File: src/rtl/ssr_pkg.sv
package ssr_pkg;

  typedef enum logic [1:0] {
    REG_BYTE0 = 2'd0,
    REG_BYTE1 = 2'd1,
    REG_BYTE2 = 2'd2,
    REG_CTRL  = 2'd3
  } ssr_addr_e;

  localparam int BYTE_W        = 8;
  localparam int CTRL_LOAD_BIT = 7;

  // Select byte number idx out of a 32-bit word.
  function automatic logic [BYTE_W-1:0] byte_of(input logic [31:0] w, input int idx);
    return w[idx*BYTE_W +: BYTE_W];
  endfunction

endpackage

File: src/rtl/ssr_bus_regs.sv
module ssr_bus_regs
  import ssr_pkg::*;
#(
  parameter int CNT_W = 20,
  parameter int SRC_W = 2,
  parameter logic [CNT_W-1:0] RST_LOAD = CNT_W'(32768),
  parameter logic [SRC_W-1:0] RST_SRC  = SRC_W'(2)
) (
  input  logic              clk,
  input  logic              rst_n,
  input  logic              bus_wr,
  input  logic              bus_rd,
  input  logic [1:0]        bus_addr,
  input  logic [7:0]        bus_wdata,
  input  logic [CNT_W-1:0]  cnt_q,
  input  logic [SRC_W-1:0]  src_active,
  output logic [7:0]        bus_rdata,
  output logic [CNT_W-1:0]  reload_q,
  output logic [SRC_W-1:0]  src_req_q,
  output logic              force_evt,
  output logic [SRC_W-1:0]  force_src
);

  localparam int TOP_W = CNT_W - 16;
  localparam logic [CNT_W-1:0] MIN_RELOAD = CNT_W'(2);

  // Replace the illegal reload values 0 and 1 by the smallest legal one.
  function automatic logic [CNT_W-1:0] legalise(input logic [CNT_W-1:0] v);
    return (v < MIN_RELOAD) ? MIN_RELOAD : v;
  endfunction

  logic [CNT_W-1:0] buf_q;
  logic [CNT_W-1:0] commit_val;
  logic             wr_b0, wr_b1, wr_b2, wr_ctrl, rd_b0;

  assign wr_b0   = bus_wr && (bus_addr == REG_BYTE0);
  assign wr_b1   = bus_wr && (bus_addr == REG_BYTE1);
  assign wr_b2   = bus_wr && (bus_addr == REG_BYTE2);
  assign wr_ctrl = bus_wr && (bus_addr == REG_CTRL);
  assign rd_b0   = bus_rd && !bus_wr && (bus_addr == REG_BYTE0);

  assign commit_val = legalise({bus_wdata[TOP_W-1:0], buf_q[15:0]});
  assign force_evt  = wr_ctrl && bus_wdata[CTRL_LOAD_BIT];
  assign force_src  = bus_wdata[SRC_W-1:0];

  // Shared byte buffer: filled by writes, overwritten by a counter snapshot.
  always_ff @(posedge clk or negedge rst_n) begin
    if (!rst_n) begin
      buf_q <= '0;
    end else if (wr_b0) begin
      buf_q[7:0] <= bus_wdata;
    end else if (wr_b1) begin
      buf_q[15:8] <= bus_wdata;
    end else if (wr_b2) begin
      buf_q[CNT_W-1:16] <= bus_wdata[TOP_W-1:0];
    end else if (rd_b0) begin
      buf_q <= cnt_q;
    end
  end

  always_ff @(posedge clk or negedge rst_n) begin
    if (!rst_n) begin
      reload_q <= RST_LOAD;
    end else if (wr_b2) begin
      reload_q <= commit_val;
    end
  end

  always_ff @(posedge clk or negedge rst_n) begin
    if (!rst_n) begin
      src_req_q <= RST_SRC;
    end else if (wr_ctrl) begin
      src_req_q <= bus_wdata[SRC_W-1:0];
    end
  end

  always_comb begin
    bus_rdata = '0;
    if (bus_rd) begin
      unique case (bus_addr)
        REG_BYTE0: bus_rdata = byte_of(32'(cnt_q), 0);
        REG_BYTE1: bus_rdata = byte_of(32'(buf_q), 1);
        REG_BYTE2: bus_rdata = byte_of(32'(buf_q), 2);
        default:   bus_rdata = byte_of(32'(src_active), 0);
      endcase
    end
  end

endmodule

File: src/rtl/ssr_down_counter.sv
module ssr_down_counter #(
  parameter int CNT_W = 20,
  parameter logic [CNT_W-1:0] RST_LOAD = CNT_W'(32768)
) (
  input  logic             clk,
  input  logic             rst_n,
  input  logic             osc_tick,
  input  logic             force_evt,
  input  logic [CNT_W-1:0] reload_q,
  output logic [CNT_W-1:0] cnt_q,
  output logic             expire_evt,
  output logic             reload_pulse
);

  localparam logic [CNT_W-1:0] ONE = CNT_W'(1);

  // A force load takes precedence over an expiry in the same clock.
  assign expire_evt = osc_tick && (cnt_q == ONE) && !force_evt;

  always_ff @(posedge clk or negedge rst_n) begin
    if (!rst_n) begin
      cnt_q <= RST_LOAD;
    end else if (force_evt || expire_evt) begin
      cnt_q <= reload_q;
    end else if (osc_tick) begin
      cnt_q <= cnt_q - ONE;
    end
  end

  always_ff @(posedge clk or negedge rst_n) begin
    if (!rst_n) begin
      reload_pulse <= 1'b0;
    end else begin
      reload_pulse <= expire_evt;
    end
  end

endmodule

File: src/rtl/ssr_src_sel.sv
module ssr_src_sel #(
  parameter int SRC_W = 2,
  parameter logic [SRC_W-1:0] RST_SRC = SRC_W'(2)
) (
  input  logic             clk,
  input  logic             rst_n,
  input  logic             force_evt,
  input  logic [SRC_W-1:0] force_src,
  input  logic             expire_evt,
  input  logic [SRC_W-1:0] src_req_q,
  output logic [SRC_W-1:0] src_active
);

  always_ff @(posedge clk or negedge rst_n) begin
    if (!rst_n) begin
      src_active <= RST_SRC;
    end else if (force_evt) begin
      src_active <= force_src;
    end else if (expire_evt) begin
      src_active <= src_req_q;
    end
  end

endmodule

File: src/rtl/ssr_reload_timer.sv
module ssr_reload_timer #(
  parameter int CNT_W = 20,
  parameter int SRC_W = 2,
  parameter logic [CNT_W-1:0] RST_RELOAD = CNT_W'(32768),
  parameter logic [SRC_W-1:0] RST_SRC    = SRC_W'(2)
) (
  input  logic             clk,
  input  logic             rst_n,
  input  logic             bus_wr,
  input  logic             bus_rd,
  input  logic [1:0]       bus_addr,
  input  logic [7:0]       bus_wdata,
  output logic [7:0]       bus_rdata,
  input  logic             osc_tick,
  output logic             reload_pulse,
  output logic [SRC_W-1:0] src_active
);

  localparam logic [CNT_W-1:0] RST_LEGAL =
    (RST_RELOAD < CNT_W'(2)) ? CNT_W'(2) : RST_RELOAD;

  // The byte layout needs three bytes with a non-empty top byte,
  // and bit 7 of the control location is reserved for the force load.
  if (CNT_W < 17 || CNT_W > 24) begin : g_bad_cnt_w
    $error("CNT_W must lie in 17..24");
  end
  if (SRC_W < 1 || SRC_W > 7) begin : g_bad_src_w
    $error("SRC_W must lie in 1..7");
  end

  logic [CNT_W-1:0] cnt_q;
  logic [CNT_W-1:0] reload_q;
  logic [SRC_W-1:0] src_req_q;
  logic [SRC_W-1:0] force_src;
  logic             force_evt;
  logic             expire_evt;

  ssr_bus_regs #(
    .CNT_W(CNT_W), .SRC_W(SRC_W), .RST_LOAD(RST_LEGAL), .RST_SRC(RST_SRC)
  ) u_regs (
    .clk(clk), .rst_n(rst_n),
    .bus_wr(bus_wr), .bus_rd(bus_rd), .bus_addr(bus_addr),
    .bus_wdata(bus_wdata), .cnt_q(cnt_q), .src_active(src_active),
    .bus_rdata(bus_rdata), .reload_q(reload_q), .src_req_q(src_req_q),
    .force_evt(force_evt), .force_src(force_src)
  );

  ssr_down_counter #(
    .CNT_W(CNT_W), .RST_LOAD(RST_LEGAL)
  ) u_cnt (
    .clk(clk), .rst_n(rst_n), .osc_tick(osc_tick), .force_evt(force_evt),
    .reload_q(reload_q), .cnt_q(cnt_q), .expire_evt(expire_evt),
    .reload_pulse(reload_pulse)
  );

  ssr_src_sel #(
    .SRC_W(SRC_W), .RST_SRC(RST_SRC)
  ) u_src (
    .clk(clk), .rst_n(rst_n), .force_evt(force_evt), .force_src(force_src),
    .expire_evt(expire_evt), .src_req_q(src_req_q), .src_active(src_active)
  );

endmodule

File: config.mk
export PLATFORM = sky130hd
export DESIGN_NAME = ssr_reload_timer
export DESIGN_NICKNAME = d
export VERILOG_FILES = /design/src/rtl/ssr_pkg.sv /design/src/rtl/ssr_bus_regs.sv /design/src/rtl/ssr_down_counter.sv /design/src/rtl/ssr_src_sel.sv /design/src/rtl/ssr_reload_timer.sv
export SDC_FILE = /design/constraint.sdc
export NUM_CORES = 1
export LEC_CHECK = 0
export BUFFER_PORTS_ARGS = -buffer_cell sky130_fd_sc_hd__clkbuf_2
export CORE_ASPECT_RATIO = 0.75
export CORE_MARGIN = 2
export CORE_UTILIZATION = 54
export DETAILED_ROUTE_END_ITERATION = 8
export HOLD_SLACK_MARGIN = 0.1
export PLACE_DENSITY = 0.87
export SKIP_CTS_REPAIR_TIMING = 1
export SYNTH_ARGS = -nofsm -noshare
export SYNTH_HDL_FRONTEND = slang
export SYNTH_SLANG_ARGS = --single-unit
File: constraint.sdc
create_clock -name clk -period 2.3 [get_ports clk]
set_input_delay 0.115 -clock clk [delete_from_list [all_inputs] [get_ports clk]]
set_output_delay 0.115 -clock clk [all_outputs]
set_load 0.02 [all_outputs]
# Word level (Yosys, flattened, before mapping)
# Cells that the tools add are included.
[classes] addsub=1 mul=0 n_div=0 n_lt_le_gt_ge=1 n_eq_ne=7 shifts=0 n_mux=13 n_bitwise=2 reduce_logical=21
[op_table] op="$mux 20" n=4
[op_table] op="$mux 8" n=4
[op_table] op="$pmux 8 s3" n=1
[op_table] op="$eq 20x1->1 const B" n=1
[op_table] op="$lt 20x2->1 const B" n=1
[op_table] op="$sub 20x1->20 const B" n=1
[op_table] op="$mux 16" n=1
[op_table] op="$reduce_bool 2->1" n=5
[op_table] op="$logic_and 1x1->1" n=9
[op_table] op="$reduce_and 3->1" n=3
[op_table] op="$ne 2x1->1 const B" n=3
[op_table] op="$eq 2x2->1 const B" n=2
[op_table] op="$mux 2" n=2
[op_table] op="$mux 4" n=1
[op_table] op="$eq 2x1->1 const B" n=1
[op_table] op="$logic_not 1->1" n=2
[op_table] op="$logic_not 2->1" n=1
[op_table] op="$not 1->1" n=2
[op_table] op="$logic_or 1x1->1" n=1
[totals] ff_bits=65 latchBits=0 mem_bits_rw=0 mem_bits_ro=0 inputBits=15 out_inout_bits=11 word_cells=53 mem_count=0

# Logic depth before layout (Yosys ltp)
# Gate-level depths: netlist of the first run.
[depth] word_depth=7 depth_mapped=8 mapped_depth_nobuf=7

# Cells and area by module
# A second synthesis of the first run with hierarchy kept.
[unflattened] cells_unflattened=343 hier_area_um2=3372.0
[by_module_without_submodules] mod="ssr_bus_regs" n_inst=1 cells_per_inst=204 area_per_inst_um2=2060.7 seq_area_each_um2=1053.5
[by_module_without_submodules] mod="ssr_down_counter" n_inst=1 cells_per_inst=131 area_per_inst_um2=1222.4 seq_area_each_um2=526.8
[by_module_without_submodules] mod="ssr_src_sel" n_inst=1 cells_per_inst=8 area_per_inst_um2=88.8 seq_area_each_um2=51.3

# Least setup slack after synthesis of the first run
# Ideal clock, no wire load.
[synth_timing] kind="register to register" start="reg u_cnt.cnt_q[4]" end="reg u_cnt.cnt_q[1]" setup_time_ns=0.125 arrival_ns=2.048 required_ns=2.175 path_slack_ns=0.127 stages_incl_launch_ff=8 path_buffers=3 period_less_slack_ns=2.173 path_cell_list="dfrtp_1 > buf_6 > or4_1 > buf_2 > nor4_4 > a41oi_1 > buf_2 > mux2_4"
[synth_between] elab_chain_cells=5 elab_cells_between_ends=6 cone_classes="eq/ne (1); mux (1); reduce/logical (4)"
[synth_lines] item="start: declaration" line_no="ssr_down_counter.sv:10" text="output logic [CNT_W-1:0] cnt_q,"
[synth_lines] item="start signal: assignment" line_no="ssr_down_counter.sv:24" text="cnt_q <= reload_q;"
[synth_lines] item="start signal: assignment" line_no="ssr_down_counter.sv:26" text="cnt_q <= cnt_q - ONE;"
[synth_lines] item="$eq 20x1->1 *" line_no="ssr_down_counter.sv:18" text="assign expire_evt = osc_tick && (cnt_q == ONE) && !force_evt;"
[synth_lines] item="$logic_and 1x1->1 * (2 in a row)" line_no="ssr_down_counter.sv:18"
[synth_lines] item="$logic_or 1x1->1 *" line_no="ssr_down_counter.sv:23" text="end else if (force_evt || expire_evt) begin"
[synth_lines] item="$mux 20 or $reduce_bool 2->1 (tied branches)"
# Mark *: on every way between the ends. The rest lies on a longest branch, timed or not.
# A chain may end at the register's enable or synchronous reset.

# Worst setup path in the final report of the first run
[layout_timing] start="reg u_cnt.cnt_q[16]" end="reg u_src.src_active[0]"
[layout_between] elab_chain_cells=4
[layout_lines] item="$eq 20x1->1" line_no="ssr_down_counter.sv:18"
[layout_lines] item="$logic_and 1x1->1 (2 in a row)" line_no="ssr_down_counter.sv:18"
[layout_lines] item="$reduce_bool 2->1 (no source line)"
[layout_lines] item="end signal: assignment" line_no="ssr_src_sel.sv:18" text="src_active <= force_src;"
[layout_lines] item="end signal: assignment" line_no="ssr_src_sel.sv:20" text="src_active <= src_req_q;"
[layout_lines] item="end: declaration" line_no="ssr_src_sel.sv:11" text="output logic [SRC_W-1:0] src_active"
# No other way between the ends.

==> results of run 1 <==
## layout make-up
| class | instances | share of cell area |
|---|---|---|
| flip-flops and latches | 65 | 0.425 |
| multi-input cells | 258 | 0.404 |
| repair buffers | 46 | 0.0788 |
| clock buffers | 11 | 0.0368 |
| clock inverters | 5 | 0.0267 |
| well taps | 78 | 0.0254 |
| inverters | 4 | 0.00391 |
## stage by stage
step,total power [mW],area [um^2],hold slack (ns)
2_1_floorplan,2.36,3280,-0.181
3_3_place_gp,2.69,3510,0.331
3_5_place_dp,2.74,3510,0.339
4_1_cts,3.96,3750,-0.0419
5_1_grt,4.19,3840,0.126
6_report,3.99,3840,0.101
## critical path, cell delays in order, from the launching register on
cell and delay [ns]:
dfrtp_1 0.43, or4_1 0.61, nor4_4 0.36, nand4_1 0.31
mux2i_1 0.27, a21oi_1 0.11
## state kept, by name, summed over array words and instances, names as in the netlist
name	cells
u_cnt.cnt_q	20
u_regs.reload_q	20
u_cnt.reload_pulse	1
u_regs.src_req_q	2
u_src.src_active	2
u_regs.buf_q	20
## cell families (layout without fill, tap and decap cells)
kind of cell	count (synthesis)	in the layout	synth area share
AO/OA/AOI/OAI	49	49	0.0814
XOR/XNOR	17	17	0.0455
adder cells (fa/ha/maj)	2	2	0.00764
buffers and inverters	24	66	0.0336
flip-flops	65	65	0.498
multiplexers	30	30	0.102
AND/OR/NAND/NOR	160	160	0.232
## worst min path at each step
stage	from	end	cells after the start
after global routing	bus_wdata[0]	u_regs.reload_q[16]$_DFFE_PN0P_	3
after detailed placement	rst_n	u_regs.reload_q[3]$_DFFE_PN0P_	2
after global placement	rst_n	u_regs.reload_q[3]$_DFFE_PN0P_	2
after floorplan	rst_n	u_cnt.cnt_q[0]$_DFFE_PN0P_	0
final	bus_wdata[0]	u_regs.buf_q[0]$_DFFE_PN0P_	3
after CTS	rst_n	u_regs.reload_q[3]$_DFFE_PN0P_	2
## power by group through the flow
stage	logic, mW	registers (mW)	clock network [mW]
floorplan	0.645	1.72	0
global placement	0.867	1.82	0
detailed placement	0.909	1.83	0
CTS	0.923	1.82	1.21
global route	1.05	1.87	1.26
finish	0.948	1.84	1.20
## metal layers
metal  global-route usage  wire length, um  vias up
met4               0.0741              156        0
li1                     -                -     1250
met3               0.0946              873       22
met1                0.395             3640     1338
met2                0.414             3920      171
met5                    0                0        -
## cells in the mapped netlist, types with 5 or more instances
cell | n | area (um^2)
nand3b_1 | 7 | 52.6
dfrtp_1 | 61 | 1530
xnor2_1 | 8 | 70.1
clkbuf_1 | 14 | 52.6
a21oi_1 | 28 | 140
xor2_1 | 9 | 78.8
nor2_1 | 45 | 169
o21ai_0 | 13 | 65.1
nor4_1 | 6 | 37.5
mux2i_1 | 25 | 250
nand4_1 | 5 | 31.3
nand2_1 | 73 | 274
==> results.json, run 1 <==
{
  "status": "completed",
  "utilization": 0.660,
  "synthesis.area_um2": 3280,
  "slew_headroom": 0.447,
  "final.period_utilization": 0.960,
  "grt_setup_unrepaired": "no",
  "async_flop_share": 1.00,
  "hpwl_mm": 5.98,
  "wl_per_cell_um": 18.4,
  "ys_types": 38,
  "min_period_ns": 2.21,
  "ys_ff_latch": 65,
  "h-tree-depth": 3,
  "r2r-end": "u_src.src_active[0]$_DFFE_PN0P_",
  "hold_viol": 0,
  "drc": 0,
  "clkLatencyLatePin_ns": 0.35,
  "num_rows": 24,
  "worstPathMaxFanout": 4,
  "vias_per_cell": 5.96,
  "cp-start-kind": "flop",
  "die_area_um2": 6710,
  "skew_ns": 0.00754,
  "grt_pass1_vias": 2704,
  "arrival_ns": 2.44,
  "rr_worst_depth": 5,
  "nets": 401,
  "tightest_slew_ns": 0.829,
  "cts_root_buf": "clkbuf_8",
  "yosysWarnings": 0,
  "die_h_um": 71.5,
  "grt_pass1_wl_mm": 13.8,
  "n_fill_cell": 458,
  "max_freq_ghz": 0.453,
  "maxCapViolCount": 0,
  "setup_ws_ns": 0.0929,
  "pwr-share-comb": 0.238,
  "drt-initial-drc-count": 320,
  "cts_tree": "done",
  "core_area_um2": 5830,
  "slew_viol_final": 0,
  "rrSetupSlack_ns": 0.09,
  "drt_pass1_iterations": 5,
  "die_w_um": 93.9,
  "p_per_area_nw_per_um2": 1040,
  "reg2reg_from": "u_cnt.cnt_q[16]$_DFFE_PN0P_",
  "setup_tns_ns": 0,
  "switching_share": 0.335,
  "synth_edf_count": 0,
  "ff_latch_area_um2": 1630,
  "cts-buffers-inserted": 9,
  "crit_end": "u_src.src_active[0]$_DFFE_PN0P_",
  "final-setup-viol-count": 0,
  "hold_path_class": "input pin to flop",
  "clkPwrFrac": 0.300,
  "layout_common_cells": "73 x nand2_1, 61 x dfrtp_1, 45 x nor2_1",
  "p_int_mw": 2.66,
  "final_cells": 467,
  "path_clk_slew_ns": 0.07,
  "globalRouteTotalUtil": 0.278,
  "pre_cts_ws_ns": 0.0873,
  "mostFrequentLayoutCell": "nand2_1",
  "share_seq_of_total_power": 0.462,
  "clock_sinks": 65,
  "leakagePower_nw": 1.73,
  "synth_ff_type": "dfrtp_1",
  "vias": 2781,
  "avgSynthCellArea_um2": 9.44,
  "port_buffers": 25,
  "clockBufferDepth": 2,
  "drive_gt1_frac": 0.177,
  "syn_to_final_growth_pct": 17.3,
  "p_switching_mw": 1.33,
  "vdd_drop_max_mv": 0.601,
  "placed_cells": 443,
  "gp_congestion": 0.919,
  "syn_nets": 364,
  "crit_required_ns": 2.53,
  "crit_start": "u_cnt.cnt_q[16]$_DFFE_PN0P_",
  "synthCells": 347,
  "ios": 26,
  "cp-end-kind": "flop",
  "diodes": 0,
  "path_class": "flop to flop",
  "ant_nets": 0,
  "wirelength_mm": 8.59,
  "seq_area_frac_synth": 0.498,
  "start_util": 0.562,
  "multi_input_area_um2": 1550,
  "antenna_found_initial": 0,
  "grt_max_degree": 66,
  "grt_overflow": 0
}
No activity file was read; power rests on OpenSTA's default activity.
==> run 2: changes to the inputs <==
CORE_UTILIZATION = 40   (was 54)
PLACE_DENSITY = 0.7   (was 0.87)
==> run 2 against run 1 <==
Net effect:
- wire length grew 2.4%
- maximum frequency is 0.74% lower
- critical path depth up 1
- sequential share of layout area shrank 1.4 points
- count of clock-buffer cells in the layout is 4 higher
- utilization is 16 points lower
- first-iteration DRC count is 22% lower
- register-to-register slack got worse by 0.02 ns
- non-clock buffer count grew 13
- design area grew 3.4%
- final cell count up 8.6%
- worst setup slack worse by 0.016 ns
- critical path type unchanged
- critical endpoint is now u_cnt.cnt_q[7]$_DFFE_PN0P_
- highest routed layer unchanged
==> results.json, run 2 (synthesized netlist as in run 1, its figures left out) <==
{
  "nets": 414,
  "status": "completed",
  "min_period_ns": 2.22,
  "antenna_found_initial": 0,
  "r2r-end": "u_cnt.cnt_q[7]$_DFFE_PN0P_",
  "clkLatencyLatePin_ns": 0.35,
  "grt_max_degree": 34,
  "hold_slack_ns": 0.0977,
  "drc": 0,
  "ios": 26,
  "diodes": 0,
  "final.period_utilization": 0.967,
  "port_buffers": 25,
  "critPathTopFamily": "simple AND/OR/NAND/NOR gates",
  "grt_overflow": 0,
  "die_area_um2": 8940,
  "leakagePower_nw": 1.80,
  "die_w_um": 108,
  "crit_chain": "or4_1 > nor4_4 > a41oi_2 > buf_12 > nor2_1 > a31oi_1",
  "reg2reg_from": "u_cnt.cnt_q[16]$_DFFE_PN0P_",
  "p_per_area_nw_per_um2": 994,
  "drive_gt1_frac": 0.199,
  "layout_common_cells": "73 x nand2_1, 61 x dfrtp_1, 45 x nor2_1",
  "path_clk_slew_ns": 0.07,
  "path_class": "flop to flop",
  "vias_per_cell": 5.43,
  "hold_path_class": "input pin to flop",
  "slowest_delay_ns": 0.62,
  "skew_ns": 0.00889,
  "crit_slowest_cell": "or4_1",
  "crit_required_ns": 2.53,
  "num_rows": 28,
  "maxCapViolCount": 0,
  "final-setup-viol-count": 0,
  "slew_viol_final": 0,
  "rrSetupSlack_ns": 0.08,
  "cts_tree": "done",
  "globalRouteTotalUtil": 0.220,
  "min_from": "bus_wdata[0]",
  "mostFrequentLayoutCell": "nand2_1",
  "gp_congestion": 0.939,
  "setup_tns_ns": 0,
  "crit_end": "u_cnt.cnt_q[7]$_DFFE_PN0P_",
  "placed_cells": 483,
  "arrival_ns": 2.46,
  "clock_sinks": 65,
  "cts_root_buf": "clkbuf_8",
  "cts-buffers-inserted": 9,
  "max_freq_ghz": 0.450,
  "start_util": 0.414,
  "wl_per_cell_um": 17.3,
  "clockBufferDepth": 2,
  "drt-initial-drc-count": 251,
  "grt_pass1_wl_mm": 14.4,
  "reg.largest.list": "u_cnt.cnt_q: 20 flops, u_regs.buf_q: 20 flops, u_regs.reload_q: 20 flops",
  "worstPathBufferInverterCount": 1,
  "h-tree-depth": 3,
  "slew_headroom": 0.459,
  "crit_start": "u_cnt.cnt_q[16]$_DFFE_PN0P_",
  "grt_pass1_vias": 2656,
  "syn_to_final_growth_pct": 21.2,
  "die_h_um": 82.4,
  "wirelength_mm": 8.79,
  "final_cells": 507,
  "path_depth": 6,
  "vias": 2755,
  "vdd_drop_max_mv": 0.473,
  "rr_worst_depth": 6,
  "ant_nets": 0,
  "worstPathMaxFanout": 28,
  "hpwl_mm": 6.38,
  "cp-start-kind": "flop",
  "hold_viol": 0,
  "core_area_um2": 7920,
  "tightest_slew_ns": 0.804,
  "grt_setup_unrepaired": "yes",
  "cp-end-kind": "flop",
  "drt_pass1_iterations": 5
}
run 2: cell count changes in the layout (fill, tap and decap cells not counted), sizes merged:
cell      before  now
buf           13   27
clkbuf        36   39
bufinv         3    1
clkinv         1    0
clkinvlp       1    0
run 2: where the power goes:
part	internal [mW]	leakage, nW	switching (mW)	total [mW]
clock	0.650	0.116	0.435	1.09
sequential	1.47	0.772	0.293	1.77
combinational	0.505	0.910	0.592	1.10
total	2.63	1.80	1.32	3.95
run 2: layout make-up:
| class | instances | area (um^2) |
|---|---|---|
| fillers | 747 | 3950 |
| well taps | 105 | 131 |
| clock inverters | 1 | 30.0 |
| flip-flops and latches | 65 | 1630 |
| inverters | 4 | 15.0 |
| repair buffers | 59 | 425 |
| multi-input cells | 258 | 1540 |
| clock buffers | 15 | 196 |
run 2: worst reg2reg max path: stages (launching register included):
cell	delay (ns)
dfrtp_1	0.41
or4_1	0.62
nor4_4	0.37
a41oi_2	0.29
buf_12	0.24
nor2_1	0.13
a31oi_1	0.05
run 2: how the worst min path moves through the flow:
stage / slack, ns / cells past startpoint / end
2_1_floorplan: -0.18 / 0 / u_cnt.cnt_q[0]$_DFFE_PN0P_
3_3_place_gp: 0.23 / 1 / u_regs.reload_q[2]$_DFFE_PN0P_
3_5_place_dp: 0.23 / 1 / u_regs.reload_q[2]$_DFFE_PN0P_
4_1_cts: -0.14 / 1 / u_regs.reload_q[2]$_DFFE_PN0P_
5_1_grt: 0.12 / 3 / u_regs.buf_q[0]$_DFFE_PN0P_
6_report: 0.1 / 3 / u_regs.buf_q[0]$_DFFE_PN0P_
run 2: routing by layer:
metal / track usage / part of all wire / up-vias
met5: 0 / 0 / -
met4: 0.0756 / 0.017 / 0
met3: 0.0628 / 0.083 / 17
met2: 0.316 / 0.42 / 121
met1: 0.318 / 0.47 / 1333
li1: - / - / 1284
run 2: stage by stage:
step	util	setup WS [ns]	instance area [um^2]	total power, mW
after floorplan	-	0.127	3280	2.36
after global placement	0.463	0.167	3660	2.81
after detailed placement	0.463	0.136	3660	2.84
after CTS	0.491	0.0980	3890	3.93
after global routing	0.502	-0.00477	3970	4.16
final	0.502	0.0765	3970	3.95
